===== config.mk =====
export PLATFORM = sky130hd
export DESIGN_NAME = vbuf_cfg_i2c
export DESIGN_NICKNAME = d
export VERILOG_FILES = /design/src/rtl/vcfg_pkg.sv /design/src/rtl/vcfg_sync.sv /design/src/rtl/vcfg_rx.sv /design/src/rtl/vcfg_regs.sv /design/src/rtl/vbuf_cfg_i2c.sv
export SDC_FILE = /design/constraint.sdc
export NUM_CORES = 1
export LEC_CHECK = 0
export BUFFER_PORTS_ARGS = -buffer_cell sky130_fd_sc_hd__buf_4
export CORE_MARGIN = 4
export CORE_UTILIZATION = 62
export DETAILED_ROUTE_END_ITERATION = 12
export GPL_ROUTABILITY_DRIVEN = 0
export GPL_TIMING_DRIVEN = 0
export PLACE_DENSITY_LB_ADDON = 0.25
export SLEW_MARGIN = 0
export SYNTH_ARGS = -nofsm -noshare
export SYNTH_HDL_FRONTEND = slang
export SYNTH_SLANG_ARGS = --single-unit

===== constraint.sdc =====
create_clock -name clk -period 5.31 [get_ports clk]
set_input_delay 1.3275 -clock clk [delete_from_list [all_inputs] [get_ports clk]]
set_output_delay 1.3275 -clock clk [all_outputs]
set_load 0.01 [all_outputs]

===== src/rtl/vcfg_pkg.sv =====
package vcfg_pkg;
    typedef enum logic [1:0] {RX_IDLE, RX_SHIFT, RX_ACK, RX_SKIP} rx_state_e;

    localparam logic [1:0] SEL_LOW  = 2'd0;
    localparam logic [1:0] SEL_HIGH = 2'd1;
    localparam logic [1:0] SEL_OPEN = 2'd2;

    localparam logic [7:0] IDX_CUTOFF = 8'h01;
    localparam logic [7:0] IDX_INPUT  = 8'h02;
    localparam logic [7:0] IDX_MODE   = 8'h03;

    localparam int BYTE_W = 8;
endpackage


===== src/rtl/vcfg_sync.sv =====
module vcfg_sync #(
    parameter int STAGES = 2
) (
    input  logic clk,
    input  logic rst_n,
    input  logic scl_i,
    input  logic sda_i,
    output logic scl_s,
    output logic sda_s,
    output logic scl_rise,
    output logic scl_fall,
    output logic start_p,
    output logic stop_p
);
    localparam int PW = STAGES + 1;

    typedef struct packed {
        logic [PW-1:0] scl;
        logic [PW-1:0] sda;
    } sync_t;

    sync_t d, q;

    always_comb begin
        d     = q;
        d.scl = {q.scl[PW-2:0], scl_i};
        d.sda = {q.sda[PW-2:0], sda_i};
    end

    always_ff @(posedge clk or negedge rst_n) begin
        if (!rst_n) q <= '{scl: '1, sda: '1};
        else        q <= d;
    end

    logic scl_prev, sda_prev;
    assign scl_s    = q.scl[STAGES-1];
    assign sda_s    = q.sda[STAGES-1];
    assign scl_prev = q.scl[STAGES];
    assign sda_prev = q.sda[STAGES];

    assign scl_rise = scl_s & ~scl_prev;
    assign scl_fall = ~scl_s & scl_prev;
    assign start_p  = scl_s & scl_prev & sda_prev & ~sda_s;
    assign stop_p   = scl_s & scl_prev & ~sda_prev & sda_s;
endmodule


===== src/rtl/vcfg_rx.sv =====
module vcfg_rx
    import vcfg_pkg::*;
#(
    parameter logic [6:0] DEV_BASE = 7'h48
) (
    input  logic       clk,
    input  logic       rst_n,
    input  logic       scl_s,
    input  logic       sda_s,
    input  logic       scl_rise,
    input  logic       scl_fall,
    input  logic       start_p,
    input  logic       stop_p,
    input  logic [1:0] addr_sel,
    input  logic       allow3,
    output logic       sda_oe,
    output logic       wr_en,
    output logic [7:0] wr_idx,
    output logic [7:0] wr_data
);
    localparam int CNT_W = $clog2(BYTE_W + 1);

    typedef struct packed {
        rx_state_e          state;
        logic [BYTE_W-1:0]  sr;
        logic [CNT_W-1:0]   bitcnt;
        logic [1:0]         byte_no;
        logic [BYTE_W-1:0]  idx;
        logic               idx_ok;
        logic               oe;
        logic               wr;
    } rx_t;

    rx_t d, q;

    logic       addr_hit;
    logic       idx_valid;
    logic [6:0] own_addr;
    logic       sel_ok;

    always_comb begin
        own_addr = DEV_BASE | {5'd0, addr_sel};
        unique case (addr_sel)
            SEL_LOW, SEL_HIGH: sel_ok = 1'b1;
            SEL_OPEN:          sel_ok = allow3;
            default:           sel_ok = 1'b0;
        endcase
        addr_hit  = sel_ok && (q.sr[7:1] == own_addr) && !q.sr[0];
        idx_valid = (q.sr == IDX_CUTOFF) || (q.sr == IDX_INPUT) || (q.sr == IDX_MODE);
    end

    always_comb begin
        d    = q;
        d.wr = 1'b0;
        if (start_p) begin
            d.state   = RX_SHIFT;
            d.bitcnt  = '0;
            d.byte_no = 2'd0;
            d.idx_ok  = 1'b0;
            d.oe      = 1'b0;
        end else if (stop_p) begin
            d.state = RX_IDLE;
            d.oe    = 1'b0;
        end else begin
            unique case (q.state)
                RX_SHIFT: begin
                    if (scl_rise) begin
                        d.sr     = {q.sr[BYTE_W-2:0], sda_s};
                        d.bitcnt = q.bitcnt + 1'b1;
                    end else if (scl_fall && q.bitcnt == CNT_W'(BYTE_W)) begin
                        d.bitcnt = '0;
                        d.state  = RX_ACK;
                        unique case (q.byte_no)
                            2'd0:    d.oe = addr_hit;
                            2'd1: begin
                                d.oe     = idx_valid;
                                d.idx    = q.sr;
                                d.idx_ok = idx_valid;
                            end
                            default: d.oe = 1'b1;
                        endcase
                    end
                end
                RX_ACK: begin
                    if (scl_fall) begin
                        d.oe = 1'b0;
                        if (q.byte_no == 2'd2) begin
                            d.wr    = q.idx_ok;
                            d.state = RX_SKIP;
                        end else if (q.byte_no == 2'd0 && !q.oe) begin
                            d.state = RX_SKIP;
                        end else begin
                            d.byte_no = q.byte_no + 2'd1;
                            d.state   = RX_SHIFT;
                        end
                    end
                end
                default: ;
            endcase
        end
    end

    always_ff @(posedge clk or negedge rst_n) begin
        if (!rst_n) q <= '{state: RX_IDLE, default: '0};
        else        q <= d;
    end

    assign sda_oe  = q.oe;
    assign wr_en   = q.wr;
    assign wr_idx  = q.idx;
    assign wr_data = q.sr;

    AST_ACK_IN_SLOT: assert property (@(posedge clk) disable iff (!rst_n)
        q.oe |-> q.state == RX_ACK);
    AST_ACK_STEADY_SCL_HIGH: assert property (@(posedge clk) disable iff (!rst_n)
        (scl_s && $past(scl_s)) |-> $stable(q.oe));
    AST_OPEN_LEVEL_LOCKED: assert property (@(posedge clk) disable iff (!rst_n)
        (q.state == RX_ACK && q.byte_no == 2'd0 && q.oe)
            |-> !(addr_sel == SEL_OPEN && !allow3));
    AST_BAD_INDEX_NACK: assert property (@(posedge clk) disable iff (!rst_n)
        (q.state == RX_ACK && q.byte_no == 2'd1 && q.oe)
            |-> (q.idx >= IDX_CUTOFF && q.idx <= IDX_MODE));
    AST_WRITE_ENDS_FRAME: assert property (@(posedge clk) disable iff (!rst_n)
        q.wr |-> (q.state == RX_SKIP && q.byte_no == 2'd2));
endmodule


===== src/rtl/vcfg_regs.sv =====
module vcfg_regs
    import vcfg_pkg::*;
#(
    parameter logic [7:0] CUT_RST = 8'h7D,
    parameter int         NUM_CH  = 3
) (
    input  logic                clk,
    input  logic                rst_n,
    input  logic                wr_en,
    input  logic [7:0]          wr_idx,
    input  logic [7:0]          wr_data,
    input  logic                mux_pin,
    output logic [7:0]          cutoff_code,
    output logic [2*NUM_CH-1:0] chan_type,
    output logic                gain_sel,
    output logic                power_down,
    output logic                half_fc,
    output logic                bypass,
    output logic                mux_sel_b,
    output logic                allow3
);
    localparam logic [7:0] INPUT_MASK = 8'hFD;
    localparam logic [7:0] MODE_MASK  = 8'hF4;
    localparam logic [7:0] MODE_RST   = 8'h04;

    typedef struct packed {
        logic [7:0] cut;
        logic [7:0] inp;
        logic [7:0] mode;
    } regs_t;

    regs_t d, q;

    always_comb begin
        d = q;
        if (wr_en) begin
            unique case (wr_idx)
                IDX_CUTOFF: d.cut  = wr_data;
                IDX_INPUT:  d.inp  = wr_data & INPUT_MASK;
                IDX_MODE:   d.mode = wr_data & MODE_MASK;
                default: ;
            endcase
        end
    end

    always_ff @(posedge clk or negedge rst_n) begin
        if (!rst_n) q <= '{cut: CUT_RST, inp: 8'h00, mode: MODE_RST};
        else        q <= d;
    end

    for (genvar ch = 0; ch < NUM_CH; ch++) begin : g_type
        logic [1:0] fld;
        assign fld = q.inp[7-2*ch -: 2];
        assign chan_type[2*ch +: 2] = fld[1] ? 2'b10 : fld;
    end

    assign cutoff_code = q.cut;
    assign gain_sel    = q.inp[0];
    assign power_down  = q.mode[7];
    assign half_fc     = q.mode[5];
    assign bypass      = q.mode[4];
    assign allow3      = q.mode[2];
    assign mux_sel_b   = mux_pin | q.mode[6];

    AST_HOLD_WITHOUT_WRITE: assert property (@(posedge clk) disable iff (!rst_n)
        !wr_en |=> $stable(q));
endmodule


===== src/rtl/vbuf_cfg_i2c.sv =====
module vbuf_cfg_i2c #(
    parameter int         SYNC_STAGES = 2,
    parameter logic [6:0] DEV_BASE    = 7'h48,
    parameter logic [7:0] CUT_RST     = 8'h7D,
    parameter int         NUM_CH      = 3
) (
    input  logic                clk,
    input  logic                rst_n,
    input  logic                scl_i,
    input  logic                sda_i,
    output logic                sda_oe,
    input  logic [1:0]          addr_sel,
    input  logic                mux_pin,
    output logic [7:0]          cutoff_code,
    output logic [2*NUM_CH-1:0] chan_type,
    output logic                gain_sel,
    output logic                power_down,
    output logic                half_fc,
    output logic                bypass,
    output logic                mux_sel_b
);
    logic       scl_s, sda_s, scl_rise, scl_fall, start_p, stop_p;
    logic       wr_en, allow3;
    logic [7:0] wr_idx, wr_data;

    vcfg_sync #(.STAGES(SYNC_STAGES)) u_sync (
        .clk(clk), .rst_n(rst_n), .scl_i(scl_i), .sda_i(sda_i),
        .scl_s(scl_s), .sda_s(sda_s), .scl_rise(scl_rise), .scl_fall(scl_fall),
        .start_p(start_p), .stop_p(stop_p)
    );

    vcfg_rx #(.DEV_BASE(DEV_BASE)) u_rx (
        .clk(clk), .rst_n(rst_n), .scl_s(scl_s), .sda_s(sda_s),
        .scl_rise(scl_rise), .scl_fall(scl_fall), .start_p(start_p), .stop_p(stop_p),
        .addr_sel(addr_sel), .allow3(allow3), .sda_oe(sda_oe),
        .wr_en(wr_en), .wr_idx(wr_idx), .wr_data(wr_data)
    );

    vcfg_regs #(.CUT_RST(CUT_RST), .NUM_CH(NUM_CH)) u_regs (
        .clk(clk), .rst_n(rst_n), .wr_en(wr_en), .wr_idx(wr_idx), .wr_data(wr_data),
        .mux_pin(mux_pin), .cutoff_code(cutoff_code), .chan_type(chan_type),
        .gain_sel(gain_sel), .power_down(power_down), .half_fc(half_fc),
        .bypass(bypass), .mux_sel_b(mux_sel_b), .allow3(allow3)
    );
endmodule


==> impl_results.md, run 1 <==
* Final antenna-violating net count at 0
* Min Clock Period, post-route at about 3200 ps
* CP max stage cell: or2_2
* Area delta synth->final at 15.3%
* DP Cell Count at ~260
* Number of H-tree branching levels at 2
* Horizontal extent of the die at 70.6 um
* Async SR Flop Fraction at 100%
* Worst setup path end: mux_sel_b
* Max FO, Critical Path at 1
* Source of the critical timing path: mux_pin
* Number of post-CTS setup repair buffers at 0
* Remaining max-slew budget at the tightest pin at between 40% and 50%
* Period utilization at about three fifths
* Finish-stage setup viols at 0
* Pin count of the biggest net entering global routing at 54
* Cell type with the highest aggregate area in the netlist: dfrtp_1
* Total count of max-transition violations in the final report at 0
* GR Util All Layers at roughly 20%
* Critical path depth in cells at 3
* Buf+Inv Stages, Crit Path at 2
* Setup total negative slack at 0 ps
* Clock-pin transition on the worst setup and hold timing paths at ~90 ps
* Later-pin clock latency in the skew report at 300 ps
* Hold/Removal Path Class: reg2reg
* Gate count after technology mapping at between 150 and 200
* Register-to-Register Setup Slack at between 3000 and 4000 ps
* Post-synth top cells: dfrtp_1, mux2_2, dfstp_2, buf_4, inv_1
* Number of synthesized register bits at between 50 and 60
* Die height at 70.6 um
* Critical path type: in2out
* Count of vias placed by the detailed router at about 1.6k
* Core Rows at 22
* IR Drop Worst-Case VDD at between 0.0003 and 0.0004 V
* Fraction of layout cells with a size suffix above 1 at around 45%
* Final hold viol count at 0
* First-pass detailed-route iteration total at 4
* Number of remaining DRC errors at 0
* FF-to-FF Start: u_rx.wr_idx[7]
* Diode insertion count for antenna repair at 0
* Synth Area per Inst at around 13 um2
* Average vias per placed instance at between 5 and 6
* Antenna violations before repair at 0
* Power density over the cells at about 310 nW/um2
* Number of global-route vias before repair at around 1.6k
* Number of top-level design ports at 27
* Placeable core region at about 3700 um2
* Endpoint of the most critical register-to-register path: u_regs.half_fc
* Routed WL at 4660 um
* Clock sink count at 53
* Library cells used by synthesis at 38
* Top FF cell, synth: dfrtp_1
* Data required time at the worst endpoint at 3980 ps
* Count of buffers inserted at the top-level ports at 26
* Wire length per cell at approximately 17 um
* Finished Layout Cells at around 270
* CTS tree: done
* Fin nets at 236
* Static leakage at around 1.4 nW
* Violation count after the first detailed-route iteration at roughly 130
* Synthesis Warnings at 0
* Max_cap viols at 0
* Kind of cell with the highest combined delay on the critical path: simple AND/OR/NAND/NOR gates
* Slew at the pin closest to its max-slew limit at ~770 ps
* Crit. End Element: primary output
* Number of buffers inserted by hold repair at cts at 0
* Area fraction of the dominant cell type after synthesis at about 41%
* Maximum single-stage delay on the critical path at approximately 260 ps
* First-pass GRT wire length at around 7800 um
* Post-detailed-placement half-perimeter wirelength at around 3200 um
* Area of the mapped netlist at around 2400 um2
* Worst reg-to-reg path cell count at 4
* Register area share after synthesis at between 50% and 60%
* Initial core utilization at between 60% and 70%
* Crit path DAT at between 1500 and 2000 ps
* Die footprint at roughly 5000 um2
* Highest achievable clock rate at around 0.32 GHz
* Worst Setup Start Kind: input port
* Post-Syn Nets at just over 200
* Total grt overflow at 0
* Unrepaired setup endpoints after global routing: false
* Library cell with the highest instance count after synthesis: dfrtp_1
* Number of synthesized flops with an enable pin at 0
* Inserted Clock Buffers at 5
* Count of instances resized after the clock tree is built at 0
* Buffers from clock root to sink, at most at 2
* Most repeated library cell on the critical path: buf_4
* Chain of cells forming the critical path: buf_4 -> or2_2 -> buf_4
* Cell types with the largest area share after synthesis: dfrtp_1, mux2_2, dfstp_2
* Result of the run: finished clean
* Library cell used as clock root buffer: clkbuf_8
* Worst setup skew after layout at approximately 6.3 ps
==> per-stage QoR <==
| step | area [um2] | hold slack, ps | worst slack (ps) | util [%] | power, mW |
|---|---|---|---|---|---|
| after global placement | 2690 | 346 | 2150 | 72.3 | 0.578 |
| after detailed placement | 2690 | 348 | 2150 | 72.3 | 0.591 |
| after global routing | 2800 | 363 | 2130 | 75.4 | 0.907 |
| final | 2800 | 360 | 2150 | 75.4 | 0.867 |
| after CTS | 2800 | 361 | 2140 | 75.4 | 0.865 |
| after floorplan | 2430 | 345 | 2370 | - | 0.546 |
==> cells by family (layout without fill, tap and decap cells) <==
kind of cell               Yosys count  after routing  synth area share, %
AOI/OAI and AO/OA                   18             18                 4.89
xor gates and xnor gates             2              2                0.721
adders and majority gates            7              7                 3.60
buffers and inverters               22             56                 5.10
DFF                                 53             53                 55.2
muxes                               38             38                 17.6
and+or+nand+nor                     49             49                 12.9
==> report_power, final <==
part	total, mW	switching, mW	internal [mW]
clock network	0.282	0.129	0.154
registers	0.459	0.0307	0.429
logic	0.125	0.0696	0.0554
total	0.867	0.229	0.638
==> state kept, by name, summed over array words and instances, names as in the netlist, 2 cells and up <==
name	count
u_sync.d	2
u_regs.g_type.fld	6
u_regs.cutoff_code	8
u_rx.wr_idx	8
u_rx.q	9
u_sync.q	2
u_rx.wr_data	8
==> layer usage <==
metal	track usage [%]	vias up	part of all wire, %
met3	3.98	10	4.6
li1	-	716	-
met5	0	-	0
met2	33.8	36	51
met1	25.4	796	42
met4	8.56	0	2.1
==> cell usage in the layout (no fill, tap or decap), types with 2 or more instances in the layout <==
master	synthesis	layout
clkbuf_8	0	6
o21a_1	2	2
nand3_1	6	6
nand2_1	7	7
clkbuf_1	1	2
ha_1	7	7
mux2_2	37	37
o21ai_0	7	7
nand2b_1	3	3
o22ai_1	3	3
nor2b_1	4	4
nor2_1	6	6
nand3b_2	2	2
buf_4	11	37
dfstp_2	13	13
inv_1	10	10
or2_2	2	2
a211oi_1	2	2
dfrtp_1	40	40
nor3_1	4	4
nor4b_1	2	2
nand3b_1	3	3
==> how the worst min path moves through the flow <==
| stage | slack, ps | cells past startpoint | from | to |
|---|---|---|---|---|
| 2_1_floorplan | 350 | 0 | u_sync.d[4] | u_sync.scl_s |
| 6_report | 360 | 0 | u_sync.d[1] | u_sync.sda_s |
| 3_5_place_dp | 350 | 0 | u_sync.d[1] | u_sync.sda_s |
| 5_1_grt | 360 | 0 | u_sync.d[1] | u_sync.sda_s |
| 4_1_cts | 360 | 0 | u_sync.d[1] | u_sync.sda_s |
| 3_3_place_gp | 350 | 0 | u_sync.d[4] | u_sync.scl_s |
==> worst register-to-register path, stage by stage, from the launching register on <==
cell,delay [ps]
dfrtp_1,400
or4b_4,550
nor4_4,240
nand3_1,330
mux2_2,370
==> final cells by class <==
class	count	area, um2
Clock buffer	7	86.3
Tap cell	48	60.1
Timing Repair Buffer	26	195
Inverter	10	37.5
Sequential cell	53	1340
Multi-Input combinational cell	114	965
Clock inverter	1	30.0
Buffer	12	86.3
Fill cell	249	913
(Power assumes the default switching activity.)
==> run 2, diff against run 1 <==
ABC_AREA = 1   (was not set)
CORE_UTILIZATION = 52   (was 62)
clock period = 2.85 ns   (was 5.31 ns; I/O delays follow)
==> run 2 against run 1 <==
Against the previous run: via count rose by 17%; die area is 23% higher; total power rose by 100%; highest routed layer unchanged.
==> impl_results.md, run 2 <==
* Result of the run: finished clean (unchanged)
* Die footprint at 6120 um2 (was 4990 um2)
* Area delta synth->final at 15.2% (was 15.3%)
* Register ranked first by flip-flop count: u_rx.q (unchanged)
* Placeable core region at 4750 um2 (was 3720 um2)
* Count of vias placed by the detailed router at 1,823 (was 1,558)
* Filler cell count in the final layout at 410 (was 249)
* CTS tree: done (unchanged)
* Clock-pin transition on the worst setup and hold timing paths at 80 ps (was 90 ps)
* Area fraction of the dominant cell type after synthesis at 39.0% (was 41.2%)
* Number of top-level design ports at 27 (unchanged)
* Multi-input gate area in the final layout at 973 um2 (was 965 um2)
* Average vias per placed instance at 4.82 (was 5.75)
* Die height at 78.3 um (was 70.6 um)
* Final core utilization at 62.2% (was 75.4%)
* Library cell used as clock root buffer: clkbuf_8 (unchanged)
* Horizontal extent of the die at 78.3 um (was 70.6 um)
* IR Drop Worst-Case VDD at 0.000382 V (was 0.000364 V)
* Number of remaining DRC errors at 0 (unchanged)
* Critical path type: in2out (unchanged)
* Initial core utilization at 54.0% (was 65.4%)
* Worst setup path end: mux_sel_b (unchanged)
* Final antenna-violating net count at 0 (unchanged)
* Register area share after synthesis at 52.3% (was 55.2%)
* Final hold viol count at 0 (unchanged)
* Source of the critical timing path: mux_pin (unchanged)
* Number of synthesized register bits at 53 (unchanged)
* Worst Setup Start Kind: input port (unchanged)
* Static leakage at 1.45 nW (was 1.38 nW)
* Later-pin clock latency in the skew report at 310 ps (was 300 ps)
* Cell types with the largest area share after synthesis: dfrtp_1, dfstp_2, nand2_1 (was dfrtp_1, mux2_2, dfstp_2)
* Worst setup skew after layout at 13.5 ps (was 6.26 ps)
* Setup total negative slack at 0 ps (unchanged)
* Finish-stage setup viols at 0 (unchanged)
* Gate count after technology mapping at 277 (was 189)
* Most common library cell in the layout ignoring fill and taps: nand2_1 (was dfrtp_1)
* Number of flip-flops in the largest register at 9 (unchanged)
* Violation count after the first detailed-route iteration at 101 (was 133)
* Number of post-CTS setup repair buffers at 0 (unchanged)
* Post-detailed-placement half-perimeter wirelength at 3300 um (was 3190 um)
* Clock sink count at 53 (unchanged)
* Most used cells in the layout excluding fill and tap cells: nand2_1, dfrtp_1, buf_4 (was dfrtp_1, mux2_2, buf_4)
* Count of buffers inserted at the top-level ports at 26 (unchanged)
* Total count of max-transition violations in the final report at 0 (unchanged)
* Max FO, Critical Path at 1 (unchanged)
* Cell type with the highest aggregate area in the netlist: dfrtp_1 (unchanged)
* Final std cell area, no fill at 2960 um2 (was 2800 um2)
* Diode insertion count for antenna repair at 0 (unchanged)
* Wire length per cell at 12.1 um (was 17.2 um)
* Post-synth top cells: nand2_1, dfrtp_1, inv_1, o21ai_0, nor2_1 (was dfrtp_1, mux2_2, dfstp_2, buf_4, inv_1)
* Instance area after placement at 2850 um2 (was 2690 um2)
* Crit path DAT at 1220 ps (was 1840 ps)
* First-pass detailed-route iteration total at 4 (unchanged)
* Area of the mapped netlist at 2570 um2 (was 2430 um2)
* Synth Area per Inst at 9.26 um2 (was 12.9 um2)
* Total chip power at 1.74 mW (was 867 uW)
* First-pass GRT wire length at 7880 um (was 7780 um)
* Library cell with the highest instance count after synthesis: nand2_1 (was dfrtp_1)
* Buffers from clock root to sink, at most at 2 (unchanged)
* Period utilization at approximately two thirds
* Inserted Clock Buffers at 5 (unchanged)
* Remaining max-slew budget at the tightest pin at 58.0% (was 48.6%)
* Slew at the pin closest to its max-slew limit at 630 ps (was 767 ps)
* Library cells used by synthesis at 29 (was 38)
* Post-Syn Nets at 291 (was 203)
* Hold/Removal Path Class: reg2reg (unchanged)
* Data required time at the worst endpoint at 2140 ps (was 3980 ps)
* Number of global-route vias before repair at 1,867 (was 1,608)
* Max_cap viols at 0 (unchanged)
* Core Rows at 25 (was 22)
* Synthesis Warnings at 0 (unchanged)
* Register Area at 1340 um2 (unchanged)
* Endpoint of the most critical register-to-register path: u_rx.wr_idx[4] (was u_regs.half_fc)
* Number of buffers inserted by hold repair at cts at 0 (unchanged)
* Async SR Flop Fraction at 100% (unchanged)
* Power density over the cells at 587 nW/um2 (was 309 nW/um2)
* Fraction of layout cells with a size suffix above 1 at 30.9% (was 45.3%)
* Worst hold-check slack at 360 ps (about the same)
* Routed WL at 4570 um (was 4660 um)
* Number of synthesized flops with an enable pin at 0 (unchanged)
* Register-to-Register Setup Slack at 1360 ps (was 3300 ps)
* Crit. End Element: primary output (unchanged)
* Total grt overflow at 0 (unchanged)
* Antenna violations before repair at 0 (unchanged)
* Min Clock Period, post-route at 1930 ps
* Unrepaired setup endpoints after global routing: false (unchanged)
* FF-to-FF Start: u_rx.q[13] (was u_rx.wr_idx[7])
* Worst reg-to-reg path cell count at 8 (was 4)
* Fin nets at 324 (was 236)
* Top FF cell, synth: dfrtp_1 (unchanged)
* Count of instances resized after the clock tree is built at 0 (unchanged)
* Pin count of the biggest net entering global routing at 54 (unchanged)
* GR Util All Layers at 16.3% (was 20.1%)
* Highest achievable clock rate at between 0.5 and 0.6 GHz
* Number of H-tree branching levels at 2 (unchanged)
run 2: changes by cell type in the layout (fill, tap and decap cells not counted), sizes merged, moves of 4 or more:
cell    change
mux2       -37
nand3       +7
nor2       +15
nor2b       -4
nor3        -4
buf         +4
nand2      +69
o21ai      +41
nand3b      -5
inv        +23
run 2: layout make-up:
type	count	share of cell area, %
Inverter	33	4.27
Multi-Input combinational cell	176	32.9
Timing Repair Buffer	26	6.60
Buffer	15	4.19
Clock inverter	2	1.31
Clock buffer	6	2.45
Sequential cell	53	45.4
Tap cell	67	2.84
run 2: per-layer routing:
layer	wire (um)	GRT usage (%)	share of wire, %	vias up
li1	-	-	-	935
met1	2020	18.5	44	844
met2	2280	29.6	50	38
met3	207	3.67	4.5	6
met4	68	6.12	1.5	0
met5	0	0	0	-
run 2: kinds of logic (layout without fill, tap and decap cells):
logic type / after synthesis / in the layout / synth area share (%)
adders and majority gates: 7 / 7 / 3.41
and+or+nand+nor: 119 / 119 / 22.3
DFF: 53 / 53 / 52.3
AOI/OAI and AO/OA: 49 / 49 / 11.9
buffers and inverters: 48 / 82 / 9.75
xor gates and xnor gates: 1 / 1 / 0.341
run 2: critical path, stage by stage:
cell and delay, ps:
buf_4 100, or2_2 260, buf_4 140
run 2: worst min path at each step:
| stage | startpoint | endpoint | cells after the start |
|---|---|---|---|
| floorplan | u_sync.d[4] | u_sync.scl_s | 0 |
| global placement | u_sync.d[4] | u_sync.scl_s | 0 |
| detailed placement | u_sync.d[4] | u_sync.scl_s | 0 |
| CTS | u_sync.d[4] | u_sync.scl_s | 0 |
| global route | u_sync.d[4] | u_sync.scl_s | 0 |
| finish | u_sync.d[4] | u_sync.scl_s | 0 |
run 2: through the flow:
step,setup slack (ps),cells
3_3_place_gp,922,370
4_1_cts,917,378
6_report,921,378
5_1_grt,905,378
2_1_floorplan,1140,277
3_5_place_dp,917,370
run 2: where the power goes:
group	total (mW)	internal, mW	switching (mW)
Combinational	0.358	0.115	0.243
Clock	0.508	0.264	0.245
Sequential	0.870	0.817	0.0524
==> run 3, diff against run 2 <==
CORE_UTILIZATION = 58   (was 52)
clock period = 1.95 ns   (was 2.85 ns; I/O delays follow)
==> run 3 against run 2 <==
Against the previous run: first-iteration DRC count grew 60%; critical path depth shrank 1; worst hold slack lost 170 ps; non-clock buffer count is the same; utilization grew 8.9 points; clock power grew 51%; sequential share of layout area grew 0.19 points; cell area shrank 0.42%; via count grew 2.7%; largest power group unchanged; highest routed layer unchanged.
==> impl_results.md, run 3 (synthesis results as in run 2) <==
* Final antenna-violating net count at 0 (unchanged)
* Core Rows at 23 (was 25)
* Worst reg-to-reg path cell count at 8 (unchanged)
* Total count of max-transition violations in the final report at 0 (unchanged)
* CP max stage cell: dfrtp_1 (was or2_2)
* Critical path type: reg2out (was in2out)
* Pin count of the biggest net entering global routing at 54 (unchanged)
* Register Area at 1340 um2 (unchanged)
* Remaining max-slew budget at the tightest pin at 57.1% (was 58.0%)
* Multi-input gate area in the final layout at 973 um2 (unchanged)
* Routed WL at 4530 um (was 4570 um)
* Initial core utilization at 61.9% (was 54.0%)
* Kind of cell with the highest combined delay on the critical path: flip-flops (was simple AND/OR/NAND/NOR gates)
* Later-pin clock latency in the skew report at 310 ps (about the same)
* Worst setup skew after layout at 10.8 ps (was 13.5 ps)
* Number of buffers inserted by hold repair at cts at 0 (unchanged)
* FF-to-FF Start: u_rx.q[13] (unchanged)
* Total grt overflow at 0 (unchanged)
* Max_cap viols at 0 (unchanged)
* Total chip power at 2.57 mW (was 1.74 mW)
* Clock-pin transition on the worst setup and hold timing paths at 90 ps (was 80 ps)
* Buffers from clock root to sink, at most at 2 (unchanged)
* Most common library cell in the layout ignoring fill and taps: nand2_1 (unchanged)
* Area delta synth->final at 14.7% (was 15.2%)
* Min Clock Period, post-route at between 1500 and 2000 ps
* Setup total negative slack at 0 ps (unchanged)
* Count of buffers inserted at the top-level ports at 26 (unchanged)
* Unrepaired setup endpoints after global routing: false (unchanged)
* Library cell used as clock root buffer: clkbuf_8 (unchanged)
* Number of H-tree branching levels at 2 (unchanged)
* Count of vias placed by the detailed router at 1,872 (was 1,823)
* Endpoint of the most critical register-to-register path: u_rx.wr_idx[4] (unchanged)
* Final std cell area, no fill at 2940 um2 (was 2960 um2)
* Worst Setup Start Kind: register (was input port)
* Hold/Removal Path Class: in2async (was reg2reg)
* Buf+Inv Stages, Crit Path at 1 (was 2)
* Register ranked first by flip-flop count: u_rx.q (unchanged)
* Number of post-CTS setup repair buffers at 0 (unchanged)
* Fraction of layout cells with a size suffix above 1 at 31.2% (was 30.9%)
* Final setup slack of the worst path at 330 ps (was 921 ps)
* CTS tree: done (unchanged)
* Wire length per cell at 12.5 um (was 12.1 um)
* Post-detailed-placement half-perimeter wirelength at 3350 um (was 3300 um)
* Horizontal extent of the die at 74.5 um (was 78.3 um)
* Die footprint at 5550 um2 (was 6120 um2)
* Diode insertion count for antenna repair at 0 (unchanged)
* IR Drop Worst-Case VDD at 0.000674 V (was 0.000382 V)
* Die height at 74.5 um (was 78.3 um)
* Filler cell count in the final layout at 333 (was 410)
* Most used cells in the layout excluding fill and tap cells: nand2_1, dfrtp_1, buf_4 (unchanged)
* Worst setup timing slack at the placement stage at 432 ps (was 917 ps)
* Finish-stage setup viols at 0 (unchanged)
* Result of the run: finished clean (unchanged)
* Register-to-Register Setup Slack at 450 ps (was 1360 ps)
* Number of flip-flops in the largest register at 9 (unchanged)
* Power density over the cells at 873 nW/um2 (was 587 nW/um2)
* First-pass detailed-route iteration total at 4 (unchanged)
* Count of instances resized after the clock tree is built at 0 (unchanged)
* Antenna violations before repair at 0 (unchanged)
* Clock sink count at 53 (unchanged)
* Max FO, Critical Path at 2 (was 1)
* Final hold viol count at 0 (unchanged)
* Finished Layout Cells at 361 (was 378)
* Violation count after the first detailed-route iteration at 162 (was 101)
* Maximum single-stage delay on the critical path at 390 ps (was 260 ps)
* Data required time at the worst endpoint at 1460 ps (was 2140 ps)
* Static leakage at 1.45 nW (about the same)
* Fin nets at 324 (unchanged)
* Average vias per placed instance at 5.19 (was 4.82)
* Highest achievable clock rate at 0.617 GHz
* Crit. End Element: primary output (unchanged)
* Period utilization at between 80% and 90%
* Inserted Clock Buffers at 5 (unchanged)
* GR Util All Layers at 18.8% (was 16.3%)
* Slew at the pin closest to its max-slew limit at 643 ps (was 630 ps)
* Number of remaining DRC errors at 0 (unchanged)
* Number of top-level design ports at 27 (unchanged)
* Chain of cells forming the critical path: or2_2 -> buf_4 (was buf_4 -> or2_2 -> buf_4)
* Placeable core region at 4140 um2 (was 4750 um2)
* Instance area after placement at 2820 um2 (was 2850 um2)
* First-pass GRT wire length at 7840 um (was 7880 um)
* Crit path DAT at 1130 ps (was 1220 ps)
* DP Cell Count at 353 (was 370)
* Number of global-route vias before repair at 1,805 (was 1,867)
run 3: cell count changes in the layout (fill, tap and decap cells not counted), sizes merged:
cell / change
clkinvlp: +1
clkinv: -1
run 3: per-stage QoR:
step,util (%),hold WS [ps]
6_report,71.0,188
5_1_grt,71.0,246
4_1_cts,71.0,213
3_5_place_dp,68.1,348
3_3_place_gp,68.1,346
2_1_floorplan,-,192
run 3: where the power goes:
group | internal, mW | switching, mW | leakage [nW]
Clock | 0.417 | 0.351 | 0.0574
Sequential | 1.19 | 0.0760 | 0.687
Combinational | 0.168 | 0.363 | 0.708
run 3: per-layer routing:
layer,track usage (%),part of all wire [%]
met5,0,0
met4,7.71,2.3
met3,4.59,4.8
met2,31.4,49
met1,23.3,44
run 3: worst max-delay path by stage:
stage / start / end / slack (ps) / cells after the start
global placement: mux_pin / mux_sel_b / 470 / 3
floorplan: u_rx.q[13] / u_rx.wr_idx[4] / 570 / 8
finish: u_regs.q[6] / mux_sel_b / 330 / 2
detailed placement: u_rx.q[13] / u_rx.wr_idx[4] / 430 / 8
CTS: u_regs.q[6] / mux_sel_b / 320 / 2
global route: u_regs.q[6] / mux_sel_b / 290 / 2
run 3: cell type report:
class                           count  share of cell area, %
Clock buffer                        6                   2.80
Buffer                             15                   4.21
Sequential cell                    53                   45.6
Timing Repair Buffer               26                   6.63
Clock inverter                      2                   1.27
Tap cell                           50                   2.12
Multi-Input combinational cell    176                   33.1
Inverter                           33                   4.29
